===== config.mk =====
export PLATFORM = sky130hd
export DESIGN_NAME = psq_top
export DESIGN_NICKNAME = d
export VERILOG_FILES = /design/src/rtl/psq_pkg.sv /design/src/rtl/psq_cfg_regs.sv /design/src/rtl/psq_free_count.sv /design/src/rtl/psq_trig_calc.sv /design/src/rtl/psq_window_seq.sv /design/src/rtl/psq_top.sv
export SDC_FILE = /design/constraint.sdc
export NUM_CORES = 1
export LEC_CHECK = 0
export BUFFER_PORTS_ARGS = -buffer_cell sky130_fd_sc_hd__buf_2
export CAP_MARGIN = 20
export CORE_MARGIN = 3
export CORE_UTILIZATION = 40
export DETAILED_ROUTE_END_ITERATION = 8
export GPL_ROUTABILITY_DRIVEN = 0
export PLACE_DENSITY = 0.57
export SYNTH_ARGS = -nofsm -noshare
export SYNTH_HDL_FRONTEND = slang
export SYNTH_SLANG_ARGS = --single-unit

===== constraint.sdc =====
create_clock -name clk -period 6.16 [get_ports clk]
set_input_delay 0.924 -clock clk [delete_from_list [all_inputs] [get_ports clk]]
set_output_delay 0.924 -clock clk [all_outputs]
set_load 0.05 [all_outputs]

===== src/rtl/psq_pkg.sv =====
package psq_pkg;
  localparam int PA_W_DEF = 10;
  localparam int WA_W_DEF = 7;
  localparam int BA_W_DEF = 4;

  typedef enum logic {
    TRIG_LOCAL = 1'b0,
    TRIG_EXT   = 1'b1
  } trig_src_e;
endpackage


===== src/rtl/psq_cfg_regs.sv =====
module psq_cfg_regs #(
  parameter int PA_W   = 10,
  parameter int WA_W   = 7,
  parameter int DEF_PE = 439,
  parameter int DEF_JB = 6,
  parameter int DEF_WE = 3
) (
  input  logic            clk,
  input  logic            rst_n,
  input  logic            load_en,
  input  logic [PA_W-1:0] pe_in,
  input  logic [PA_W-1:0] jb_in,
  input  logic [WA_W-1:0] we_in,
  output logic [PA_W-1:0] pe_q,
  output logic [PA_W-1:0] jb_q,
  output logic [WA_W-1:0] we_q
);
  always_ff @(posedge clk) begin
    if (!rst_n) begin
      pe_q <= PA_W'(DEF_PE);
      jb_q <= PA_W'(DEF_JB);
      we_q <= WA_W'(DEF_WE);
    end else if (load_en) begin
      pe_q <= pe_in;
      jb_q <= jb_in;
      we_q <= we_in;
    end
  end
endmodule


===== src/rtl/psq_free_count.sv =====
module psq_free_count #(
  parameter int PA_W = 10
) (
  input  logic            clk,
  input  logic            rst_n,
  input  logic            zero,
  input  logic [PA_W-1:0] pe,
  output logic [PA_W-1:0] cnt
);
  always_ff @(posedge clk) begin
    if (!rst_n)         cnt <= '0;
    else if (zero)      cnt <= '0;
    else if (cnt >= pe) cnt <= '0;
    else                cnt <= cnt + 1'b1;
  end
endmodule


===== src/rtl/psq_trig_calc.sv =====
module psq_trig_calc
  import psq_pkg::*;
#(
  parameter int PA_W = 10
) (
  input  trig_src_e       src,
  input  logic [PA_W-1:0] cnt,
  input  logic [PA_W-2:0] xing,
  input  logic [PA_W-1:0] pe,
  input  logic [PA_W-1:0] jb,
  output logic [PA_W-1:0] trig,
  output logic [PA_W-1:0] start
);
  logic [PA_W:0] dbl;
  logic [PA_W:0] size;
  logic [PA_W:0] back;

  assign size = {1'b0, pe} + 1'b1;
  assign dbl  = {1'b0, xing, 1'b0} - 1'b1;

  always_comb begin
    if (src == TRIG_LOCAL)    trig = cnt;
    else if (xing == '0)      trig = pe;
    else if (dbl > {1'b0, pe}) trig = PA_W'(dbl - size);
    else                      trig = PA_W'(dbl);
  end

  always_comb begin
    if (trig >= jb) back = {1'b0, trig} - {1'b0, jb};
    else            back = {1'b0, trig} + size - {1'b0, jb};
    start = PA_W'(back);
  end
endmodule


===== src/rtl/psq_window_seq.sv =====
module psq_window_seq #(
  parameter int PA_W = 10,
  parameter int WA_W = 7,
  parameter int BA_W = 4
) (
  input  logic                 clk,
  input  logic                 rst_n,
  input  logic                 go,
  input  logic [PA_W-1:0]      start,
  input  logic [PA_W-1:0]      trig,
  input  logic [BA_W-1:0]      buf_in,
  input  logic [PA_W-1:0]      pe,
  input  logic [WA_W-1:0]      we,
  output logic                 busy,
  output logic [PA_W-1:0]      rd_addr,
  output logic [PA_W-1:0]      trig_q,
  output logic [PA_W-1:0]      endc_q,
  output logic [BA_W+WA_W-1:0] mem_q
);
  logic [WA_W-1:0] widx;
  logic [BA_W-1:0] buf_q;

  always_ff @(posedge clk) begin
    if (!rst_n) begin
      busy    <= 1'b0;
      rd_addr <= '0;
      widx    <= '0;
      trig_q  <= '0;
      endc_q  <= '0;
      buf_q   <= '1;
      mem_q   <= '1;
    end else begin
      mem_q <= busy ? {buf_q, widx} : '1;
      if (go) begin
        busy    <= 1'b1;
        rd_addr <= start;
        widx    <= '0;
        trig_q  <= trig;
        buf_q   <= buf_in;
      end else if (busy) begin
        if (widx == we) begin
          busy   <= 1'b0;
          endc_q <= rd_addr;
        end else begin
          widx    <= widx + 1'b1;
          rd_addr <= (rd_addr >= pe) ? '0 : rd_addr + 1'b1;
        end
      end
    end
  end
endmodule


===== src/rtl/psq_top.sv =====
module psq_top
  import psq_pkg::*;
#(
  parameter int PA_W   = PA_W_DEF,
  parameter int WA_W   = WA_W_DEF,
  parameter int BA_W   = BA_W_DEF,
  parameter int DEF_PE = 439,
  parameter int DEF_JB = 6,
  parameter int DEF_WE = 3
) (
  input  logic                 clk,
  input  logic                 rst_n,
  input  logic                 standby,
  input  logic                 cfg_load,
  input  logic [PA_W-1:0]      cfg_pipe_end,
  input  logic [PA_W-1:0]      cfg_jumpback,
  input  logic [WA_W-1:0]      cfg_win_end,
  input  logic                 ext_ctrl,
  input  logic                 bc_zero,
  input  logic                 accept,
  input  logic [PA_W-2:0]      xing_num,
  input  logic [BA_W-1:0]      buf_num,
  output logic [PA_W-1:0]      pipe_addr,
  output logic                 xfer_n,
  output logic [BA_W+WA_W-1:0] mem_addr,
  output logic [PA_W-1:0]      trig_addr,
  output logic [PA_W-1:0]      endcopy_addr,
  output logic                 overflow
);
  logic [PA_W-1:0] cfg_pe_q, cfg_jb_q;
  logic [WA_W-1:0] cfg_we_q;
  logic [PA_W-1:0] slot_cnt, trig_c, start_c, rd_addr;
  logic            busy, go, load_en;
  trig_src_e       src;

  assign src     = ext_ctrl ? TRIG_EXT : TRIG_LOCAL;
  assign load_en = standby && cfg_load && !busy;
  assign go      = accept && !standby && !busy;

  psq_cfg_regs #(
    .PA_W(PA_W), .WA_W(WA_W), .DEF_PE(DEF_PE), .DEF_JB(DEF_JB), .DEF_WE(DEF_WE)
  ) u_cfg (
    .clk(clk), .rst_n(rst_n), .load_en(load_en),
    .pe_in(cfg_pipe_end), .jb_in(cfg_jumpback), .we_in(cfg_win_end),
    .pe_q(cfg_pe_q), .jb_q(cfg_jb_q), .we_q(cfg_we_q)
  );

  psq_free_count #(.PA_W(PA_W)) u_cnt (
    .clk(clk), .rst_n(rst_n), .zero(ext_ctrl && bc_zero),
    .pe(cfg_pe_q), .cnt(slot_cnt)
  );

  psq_trig_calc #(.PA_W(PA_W)) u_trig (
    .src(src), .cnt(slot_cnt), .xing(xing_num), .pe(cfg_pe_q),
    .jb(cfg_jb_q), .trig(trig_c), .start(start_c)
  );

  psq_window_seq #(.PA_W(PA_W), .WA_W(WA_W), .BA_W(BA_W)) u_win (
    .clk(clk), .rst_n(rst_n), .go(go), .start(start_c), .trig(trig_c),
    .buf_in(buf_num), .pe(cfg_pe_q), .we(cfg_we_q), .busy(busy),
    .rd_addr(rd_addr), .trig_q(trig_addr), .endc_q(endcopy_addr),
    .mem_q(mem_addr)
  );

  always_ff @(posedge clk) begin
    if (!rst_n)                             overflow <= 1'b0;
    else if (accept && !standby && busy)    overflow <= 1'b1;
  end

  assign pipe_addr = busy ? rd_addr : slot_cnt;
  assign xfer_n    = !busy;
endmodule


**Word-level counts from Yosys, hierarchy flattened**

Cells that the tools add are included.

- Output and inout bits: 43
- Logic and storage cells: 59
- Input port bits: 47
- Register bits: 91

- Reduce and logical (&&, ||, !) cells: 16
- Magnitude comparators: 4
- Add/subtract/negate cells: 9
- Mux-type cells: 13
- Bitwise operators: 3
- Eq/ne operators: 2

Operators by type and width:

| operator | number |
|---|---|
| two-way mux 10 bit | 9 |
| adder 10 x 1 -> 10 bit, second input constant | 3 |
| greater-or-equal comparator 10 bit | 3 |
| subtractor 10 bit | 3 |
| greater-than comparator 11 x 10 -> 1 bit | 1 |
| subtractor 10 x 1 -> 11 bit, second input constant | 1 |
| adder 10 bit | 1 |
| zero test 9 bit | 1 |
| adder 7 x 1 -> 7 bit, second input constant | 1 |
| == test 7 bit | 1 |
| logical AND 1 bit | 6 |
| AND reduction 2 bit | 3 |
| two-way mux 1 bit | 4 |
| inverter 1 bit | 3 |
| AND reduction 3 bit | 1 |
| OR reduction 3 bit | 1 |
| zero test 1 bit | 2 |
| != test 2 bit, second input constant | 1 |
| nonzero test 2 bit | 1 |
| OR reduction 2 bit | 1 |

**Longest topological paths before layout**

Gate-level depths: netlist of run 1.

- Depth after elaboration: 9
- Gate-level depth with buffers: 25
- Depth with buffers taken out: 24

**Cells and area by module**

Synthesis of run 1 repeated with hierarchy kept, for this count alone.

- Cells, all modules: 796
- Area total of the unflattened synthesis: 6900.4 µm²

By module, submodules not included:

| module | times used | cells each | area an instance (µm²) | sequential area each (µm²) |
|---|---|---|---|---|
| psq_window_seq | 1 | 282 | 2611.3 | 1061.0 |
| psq_trig_calc | 1 | 336 | 2423.6 | 0.0 |
| psq_cfg_regs | 1 | 86 | 1002.2 | 540.5 |
| psq_free_count | 1 | 72 | 654.4 | 200.2 |
| psq_top | 1 | 20 | 209.0 | 20.0 |

**Worst setup path before layout of run 1**

No wires, ideal clock.

- Path kind: input port to flip-flop
- From: input port xing_num[2]
- To: register u_win.rd_addr[8]
- Library setup time: 132 ps
- Stages: 22
- Buffers on the path: 1
- Arrival: 6093 ps
- Data required time: 6028 ps
- Setup slack: -65 ps
- Cells stage by stage: or4_4 > or4_4 > xnor2_4 > ha_1 > and3_1 > a221o_1 > a32o_1 > buf_2 > a21oi_1 > a21oi_1 > a21o_1 > inv_1 > fa_1 > fa_1 > a21o_1 > a21oi_1 > o21bai_1 > a2111oi_0 > nor3_1 > xor2_1 > o211ai_1 > a21oi_1

- Cells in the longest elaborated chain, start to end: 9
- Elaborated cells between the ends (all ways): 13
- Those cells by class: add/sub: 5; order compare: 2; mux: 5; reduce/logical: 1

RTL lines:

| item | line | text |
|---|---|---|
| start, declared | psq_top.sv:21 | `input logic [PA_W-2:0] xing_num,` |
| subtractor 10 x 1 -> 11 bit | psq_trig_calc.sv:19 | `assign dbl = {1'b0, xing, 1'b0} - 1'b1;` |
| greater-than comparator 11 x 10 -> 1 bit | psq_trig_calc.sv:24 | `else if (dbl > {1'b0, pe}) trig = PA_W'(dbl - size);` |
| two-way mux 10 bit | psq_trig_calc.sv:24 |  |
| two-way mux 10 bit (*) | psq_trig_calc.sv:23 | `else if (xing == '0) trig = pe;` |
| two-way mux 10 bit (*) | psq_trig_calc.sv:22 | `if (src == TRIG_LOCAL) trig = cnt;` |
| via trig_c[1] | psq_top.sv:32 | `logic [PA_W-1:0] slot_cnt, trig_c, start_c, rd_addr;` |
| adder 10 bit | psq_trig_calc.sv:30 | `else back = {1'b0, trig} + size - {1'b0, jb};` |
| subtractor 10 bit | psq_trig_calc.sv:30 |  |
| two-way mux 10 bit (*) | psq_trig_calc.sv:29 | `if (trig >= jb) back = {1'b0, trig} - {1'b0, jb};` |
| two-way mux 10 bit (*) | psq_window_seq.sv:34 | `if (go) begin` |
| end signal, assigned | psq_window_seq.sv:36 | `rd_addr <= start;` |
| end signal, assigned | psq_window_seq.sv:46 | `rd_addr <= (rd_addr >= pe) ? '0 : rd_addr + 1'b1;` |
| end, declared | psq_window_seq.sv:15 | `output logic [PA_W-1:0] rd_addr,` |

The timed path passes the listed nets; every way through them passes the cells marked *.
A chain may end at the register's enable or synchronous reset.

**Final worst setup path of run 1**

- From: input port xing_num[2]
- To: register u_win.rd_addr[8]

- Cells in the longest elaborated chain, start to end: 9
- Elaborated cells between the ends (all ways): 13
- Those cells by class: add/sub: 5; order compare: 2; mux: 5; reduce/logical: 1

RTL lines:

| item | line |
|---|---|
| subtractor 10 x 1 -> 11 bit | psq_trig_calc.sv:19 |
| subtractor 10 bit / greater-than comparator 11 x 10 -> 1 bit (equally long branches) | psq_trig_calc.sv:24 |
| two-way mux 10 bit | psq_trig_calc.sv:24 |
| two-way mux 10 bit (*) | psq_trig_calc.sv:23 |
| two-way mux 10 bit (*) | psq_trig_calc.sv:22 |
| adder 10 bit | psq_trig_calc.sv:30 |
| subtractor 10 bit | psq_trig_calc.sv:30 |
| two-way mux 10 bit (*) | psq_trig_calc.sv:29 |
| two-way mux 10 bit (*) | psq_window_seq.sv:34 |

Every way passes the cells marked *; elsewhere a longest branch is shown, timed or not.

==> flow_metrics.tcl, run 1 <==
set metrics [dict create \
    grt_start_max_net_pins 43 \
    core_region_area_um2 15370 \
    critical-path-slowest-cell "or4_4" \
    syn_to_final_growth_pct 18.42 \
    slew-limit-headroom_pct 40.80 \
    cpMostUsedCell "ha_1" \
    synth_area_leader_cell "dfxtp_1" \
    pin_count 90 \
    grt_usage_pct 21.33 \
    r2r_cells 21 \
    critPathRequiredTime_ps 6370 \
    critical_path_buf_inv_count 3 \
    synth_top_area_share_pct 28.62 \
    ctsHoldBuffers 0 \
    ff2ff_setup_slack_ps 1250 \
    reg2reg_from "u_cfg.pe_q[6]$_SDFFE_PN0P_" \
    p_int_mw 1.331 \
    netlist_area_um2 6365 \
    via_per_inst 5.390 \
    vias 5907 \
    swShare_pct 39.10 \
    wl_met3_um 1212 \
    endpoint_kind "flop" \
    period_minus_slack_ps 5892 \
    highest_layer "met4" \
    min_from "u_win.buf_q[0]$_SDFFE_PN1P_" \
    grt_pass1_wl_um 29990 \
    cap_violations 0 \
    met1_length_um 8585 \
    synth-edff-count 0 \
    whs_endpoint "u_win.mem_q[7]$_SDFF_PN1_" \
    dp_hpwl_um 14820 \
    port_buffers 89 \
    drt_first_pass_iters 5 \
    cts_buffers 9 \
    drt_iter0_drc 300 \
    postRouteAntennaNets 0 \
    dieHeight_um 132.1 \
    cts.reportedPaths.clkPinSlew_ps 70 \
    p_switching_mw 0.8544 \
    ys_async_sr_fraction_pct 0 \
    totalWireLength_um 18890 \
    cts_buffer_depth 2 \
    status "finished clean" \
    htree_levels 3 \
    cts-root-buf "clkbuf_16" \
    synth_cells 774 \
    clock_sinks 91 \
    rsz0062_at_grt "false" \
    drive_above_1_share_pct 20.34 \
    antenna_found_initial 0 \
    wl_per_cell_um 17.23 \
    critical_path.cell_chain "buf_2 > or4_4 > or4_4 > xnor2_4 > ha_1 > and3_1 > a221o_1 > a32o_1 > buf_4 > o211ai_1 > o21ai_0 > ha_1 > inv_1 > ha_1 > fa_1 > a21o_1 > a21oi_2 > o21bai_1 > a2111oi_2 > nor3_1 > xor2_1 > o211ai_1 > a21oi_1" \
    synthTopCellsByArea "dfxtp_1 29%, ha_1 12%, nand2_1 5.8%, xnor2_1 5.0%, a21oi_1 4.9%" \
    fp.dieW_um 132.1 \
    drc_errors 0 \
    clk_latency_ps 350 \
    hold_viol_final 0 \
    drv_slew 0 \
    hold_depth 1 \
    rows 45 \
    finalSetupViolCount 0 \
    power_frac_seq_pct 31.7 \
    p_total_mw 2.185 \
    synth-warning-count 0 \
    ys_seq_elements 91 \
    grt_pass1_vias 5758 \
    crit_type "in -> reg" \
    crit_path_max_incr_delay_ps 520 \
    path_delay_family "compound AO/OA/AOI/OAI gates" \
    synth.distinct_cells 67 \
    syn_area_per_cell_um2 8.223 \
    final_common_cell "nand2_1" \
    syn_nets 894 \
    whs_ps 442.0 \
    ir_worst_vdd_mv 0.1779 \
    multiInputGateArea_um2 4267 \
    final_cell_mix "98 x nand2_1, 91 x dfxtp_1, 89 x buf_2, 63 x ha_1, 61 x a21oi_1" \
    critPathMaxFanout 12 \
    max_freq_mhz 169.7 \
    p_leak_nw 3.471 \
    initial_core_util_pct 41.41 \
    antennaDiodeCount 0 \
    rr_endpoint "u_win.rd_addr[8]$_SDFFE_PN0P_" \
    skew_ps 9.660 \
    hold_class "reg -> reg" \
    synth_ff_type "dfxtp_1" \
    fillCellCount 1540 \
    tightest_slew_ps 885.4 \
    pwr-share-comb_pct 44.3 \
    ys_seq_area_share_pct 28.62 \
    power_density_nw_per_um2 289.9 \
    ff_latch_area_um2 1822 \
    cts_tree "built" \
    route.met2.wl_um 8651 \
    grt_overflow_total 0 \
    nNetsFinal 1000 \
    clkPwrFrac_pct 24.0 \
    cp_data_arrival_time_ps 6100 \
    dieArea_um2 17460 \
    post-route-period-util_pct 95.65 \
    start_kind "input port" \
]
==> routing by layer <==
layer	track usage, %	vias up
li1	-	2923
met1	28.54	2775
met2	34.01	180
met3	5.076	29
met4	6.943	0
met5	0	-
==> state kept, by name, indices dropped and copies added (netlist names) <==
signal,count
u_win.endc_q,10
overflow,1
u_win.trig_q,10
u_win.widx,7
u_cfg.we_q,7
u_cnt.cnt,10
u_cfg.pe_q,10
u_win.buf_q,4
u_win.mem_q,11
u_cfg.jb_q,10
u_win.rd_addr,10
u_win.busy,1
==> how the worst max path moves through the flow <==
stage	from	to	cells past startpoint	slack, ps
finish	xing_num[2]	u_win.rd_addr[8]$_SDFFE_PN0P_	23	270
global route	xing_num[2]	u_win.rd_addr[4]$_SDFFE_PN0P_	25	50
CTS	xing_num[2]	u_win.rd_addr[8]$_SDFFE_PN0P_	24	200
detailed placement	xing_num[2]	u_win.rd_addr[8]$_SDFFE_PN0P_	24	-150
global placement	xing_num[2]	u_win.rd_addr[7]$_SDFFE_PN0P_	23	-20
floorplan	xing_num[2]	u_win.rd_addr[8]$_SDFFE_PN0P_	22	3
==> worst reg2reg max path, delay by kind of cell, from the launching register on <==
family	cells	cell delay [ps]
and+or+nand+nor	1	120
DFF	1	540
adders and majority gates	4	1320
xor gates and xnor gates	1	150
AOI/OAI and AO/OA	12	2130
buffers and inverters	3	490
==> through the flow <==
step	utilization, %	TNS (ps)	setup WS (ps)	cells	cell area [um2]
2_1_floorplan	-	0	3.407	774	6369
3_3_place_gp	47.01	-37.11	-20.98	1079	7226
3_5_place_dp	47.01	-373.3	-146.4	1079	7226
4_1_cts	48.82	0	195.7	1095	7503
5_1_grt	49.04	0	48.70	1096	7537
6_report	49.04	0	267.7	1096	7537
==> synthesized netlist by cell type, drive strengths merged, types with 2 or more instances <==
master / count
o41ai: 2
inv: 49
xor2: 24
buf: 4
nand2b: 7
o211ai: 21
o31a: 2
a211oi: 6
mux2: 7
and2: 5
clkbuf: 26
nor3b: 3
and3: 6
nor2: 57
a311oi: 2
a21oi: 62
a21o: 17
or4: 3
o21ai: 31
and4: 2
nor4: 5
nand4: 11
or2: 17
nand2: 98
nand3b: 2
ha: 63
mux2i: 22
nor3: 17
xnor2: 37
o21bai: 2
o21a: 3
a211o: 2
nor2b: 6
or3: 3
nand3: 20
o32a: 2
a2111oi: 2
dfxtp: 91
a31oi: 6
a221oi: 2
fa: 10
==> cell type report <==
type,count,area share (%)
Tap cell,211,3.503
Inverter,50,2.490
Timing Repair Buffer,125,9.545
Clock inverter,6,0.6474
Sequential cell,91,24.17
Clock buffer,10,3.038
Multi-Input combinational cell,603,56.61
==> power by group through the flow <==
stage | clock, mW | combinational, mW | sequential [mW]
finish | 0.524 | 0.967 | 0.694
floorplan | 0 | 0.639 | 0.701
CTS | 0.534 | 0.941 | 0.691
detailed placement | 0 | 0.934 | 0.705
global route | 0.557 | 1.06 | 0.699
global placement | 0 | 0.915 | 0.705
==> cell families (layout without fill, tap and decap cells) <==
logic type,after synthesis,in the layout,share of synthesized area (%)
and+or+nand+nor,265,265,20.11
AOI/OAI and AO/OA,175,175,17.59
DFF,91,91,28.62
buffers and inverters,80,191,4.757
adders and majority gates,73,73,15.53
xor gates and xnor gates,61,61,8.689
muxes,29,29,4.698
==> repair_timing <==
item	4_1_cts	5_1_grt
buffers inserted	0	1
endpoints found under the setup margin	0	4
gates resized for setup	0	6
Power figures use the tool's default switching activity.
==> inputs of run 2 (changes only) <==
Settings changed: CORE_UTILIZATION 40 to 53, MAX_ROUTING_LAYER set to met4, PLACE_DENSITY 0.57 to 0.74.
==> flow_metrics.tcl, run 2 (synthesized netlist as in run 1, its figures left out) <==
set metrics [dict create \
    use_met2_pct 45.83 \
    cts_tree "built" \
    totalWireLength_um 18020 \
    ff_latch_area_um2 1822 \
    tightest_slew_ps 900.9 \
    cp_data_arrival_time_ps 6190 \
    drive_above_1_share_pct 19.73 \
    p_leak_nw 3.434 \
    core_region_area_um2 11560 \
    cts-root-buf "clkbuf_16" \
    tns_ps 0 \
    clock_sinks 91 \
    nNetsFinal 992 \
    grt_pass1_wl_um 28860 \
    postCtsSetupBuffers 0 \
    grtUsageMet1_pct 34.84 \
    cts_resized 0 \
    port_buffers 89 \
    drc_errors 0 \
    critical_path.cell_chain "buf_2 > or4_4 > or4_4 > xnor2_4 > ha_1 > and3_1 > a221o_1 > a32o_1 > a21oi_1 > a21oi_1 > a21o_1 > inv_1 > fa_1 > fa_2 > a21o_1 > a21oi_2 > o21bai_1 > a2111oi_2 > nor3_1 > xor2_1 > o211ai_1 > a21oi_1" \
    drt_first_pass_iters 5 \
    wl_per_cell_um 17.66 \
    critical-path-slowest-cell "or4_4" \
    fillCellCount 1032 \
    antenna_found_initial 0 \
    global_route.usage.met3_pct 5.744 \
    final_cell_mix "98 x nand2_1, 91 x dfxtp_1, 89 x buf_2, 63 x ha_1, 61 x a21oi_1" \
    drt_iter0_drc 375 \
    via_per_inst 5.928 \
    grt_usage_pct 28.54 \
    ff2ff_setup_slack_ps 1090 \
    critPathRequiredTime_ps 6380 \
    status "finished clean" \
    rows 39 \
    finalSetupViolCount 0 \
    slew-limit-headroom_pct 39.77 \
    largest_reg_flops 11 \
    syn_to_final_growth_pct 16.20 \
    postRouteAntennaNets 0 \
    cpMostUsedCell "a21oi_1" \
    htree_levels 3 \
    grt_overflow_total 0 \
    largest-register "u_win.mem_q" \
    critical_path_buf_inv_count 2 \
    clk_latency_ps 360 \
    cts_buffer_depth 2 \
    final_util_pct 63.95 \
    power_density_nw_per_um2 290.8 \
    max_freq_mhz 167.6 \
    final_common_cell "nand2_1" \
    cap_violations 0 \
    crit_type "in -> reg" \
    period_minus_slack_ps 5965 \
    critPathMaxFanout 3 \
    antennaDiodeCount 0 \
    post-route-period-util_pct 96.84 \
    dp_hpwl_um 13630 \
    fp.dieW_um 115.6 \
    hold_class "reg -> reg" \
    grt_pass1_vias 5969 \
    initial_core_util_pct 55.04 \
    dieArea_um2 13360 \
    multiInputGateArea_um2 4270 \
    ctsHoldBuffers 0 \
    pin_count 90 \
    p_total_mw 2.151 \
    dieHeight_um 115.6 \
    skew_ps 6.239 \
    cts.reportedPaths.clkPinSlew_ps 70 \
    hold_viol_final 0 \
    path_delay_family "compound AO/OA/AOI/OAI gates" \
    ir_worst_vdd_mv 0.1419 \
    dpl_cell_area_um2 7088 \
    drv_slew 0 \
    whs_ps 448.3 \
    start_kind "input port" \
    gr-max-usage-layer "met2" \
    grt_start_max_net_pins 43 \
    cts_buffers 9 \
    final_area_um2 7396 \
    endpoint_kind "flop" \
    vias 6047 \
    crit_path_max_incr_delay_ps 530 \
]
==> run 2: cell count changes in the layout (fill, tap and decap cells not counted), sizes merged <==
cell / previous run / this run
buf: 125 / 117
==> run 2: layer usage <==
layer	share of wire, %	vias up	wire [um]
met4	3.8	0	682
met1	42	2845	7650
li1	-	2916	-
met3	7.3	53	1308
met5	0	-	0
met2	46	233	8374
==> run 2: stage by stage <==
step | setup WS [ps] | instances
6_report | 194.7 | 1020
5_1_grt | -63.85 | 1020
4_1_cts | 188.7 | 1020
3_5_place_dp | -173.6 | 1004
3_3_place_gp | 1.547 | 1004
2_1_floorplan | 3.407 | 774
==> run 2: worst paths after layout <==
| kind | startpoint | to | cells after the start |
|---|---|---|---|
| worst max register to register | u_cfg.pe_q[0]$_SDFFE_PN1P_ | u_win.rd_addr[3]$_SDFFE_PN0P_ | 20 |
| worst min register to register | u_win.buf_q[2]$_SDFFE_PN1P_ | u_win.mem_q[9]$_SDFF_PN1_ | 1 |
| worst max-delay path | xing_num[2] | u_win.rd_addr[8]$_SDFFE_PN0P_ | 22 |
| worst min-delay path | u_win.buf_q[2]$_SDFFE_PN1P_ | u_win.mem_q[9]$_SDFF_PN1_ | 1 |
==> run 2: layout make-up <==
type                       instances  area share (%)
multi-input combinational        603           57.74
sequential                        91           24.63
timing repair buffer             117           8.916
clock buffer                      10           3.096
inverter                          50           2.538
tap                              143           2.419
clock inverter                     6          0.6598
==> run 2: power breakdown <==
part / leakage, nW / switching, mW / internal [mW]
logic: 2.56 / 0.528 / 0.402
registers: 0.743 / 0.0649 / 0.629
clock network: 0.131 / 0.250 / 0.278
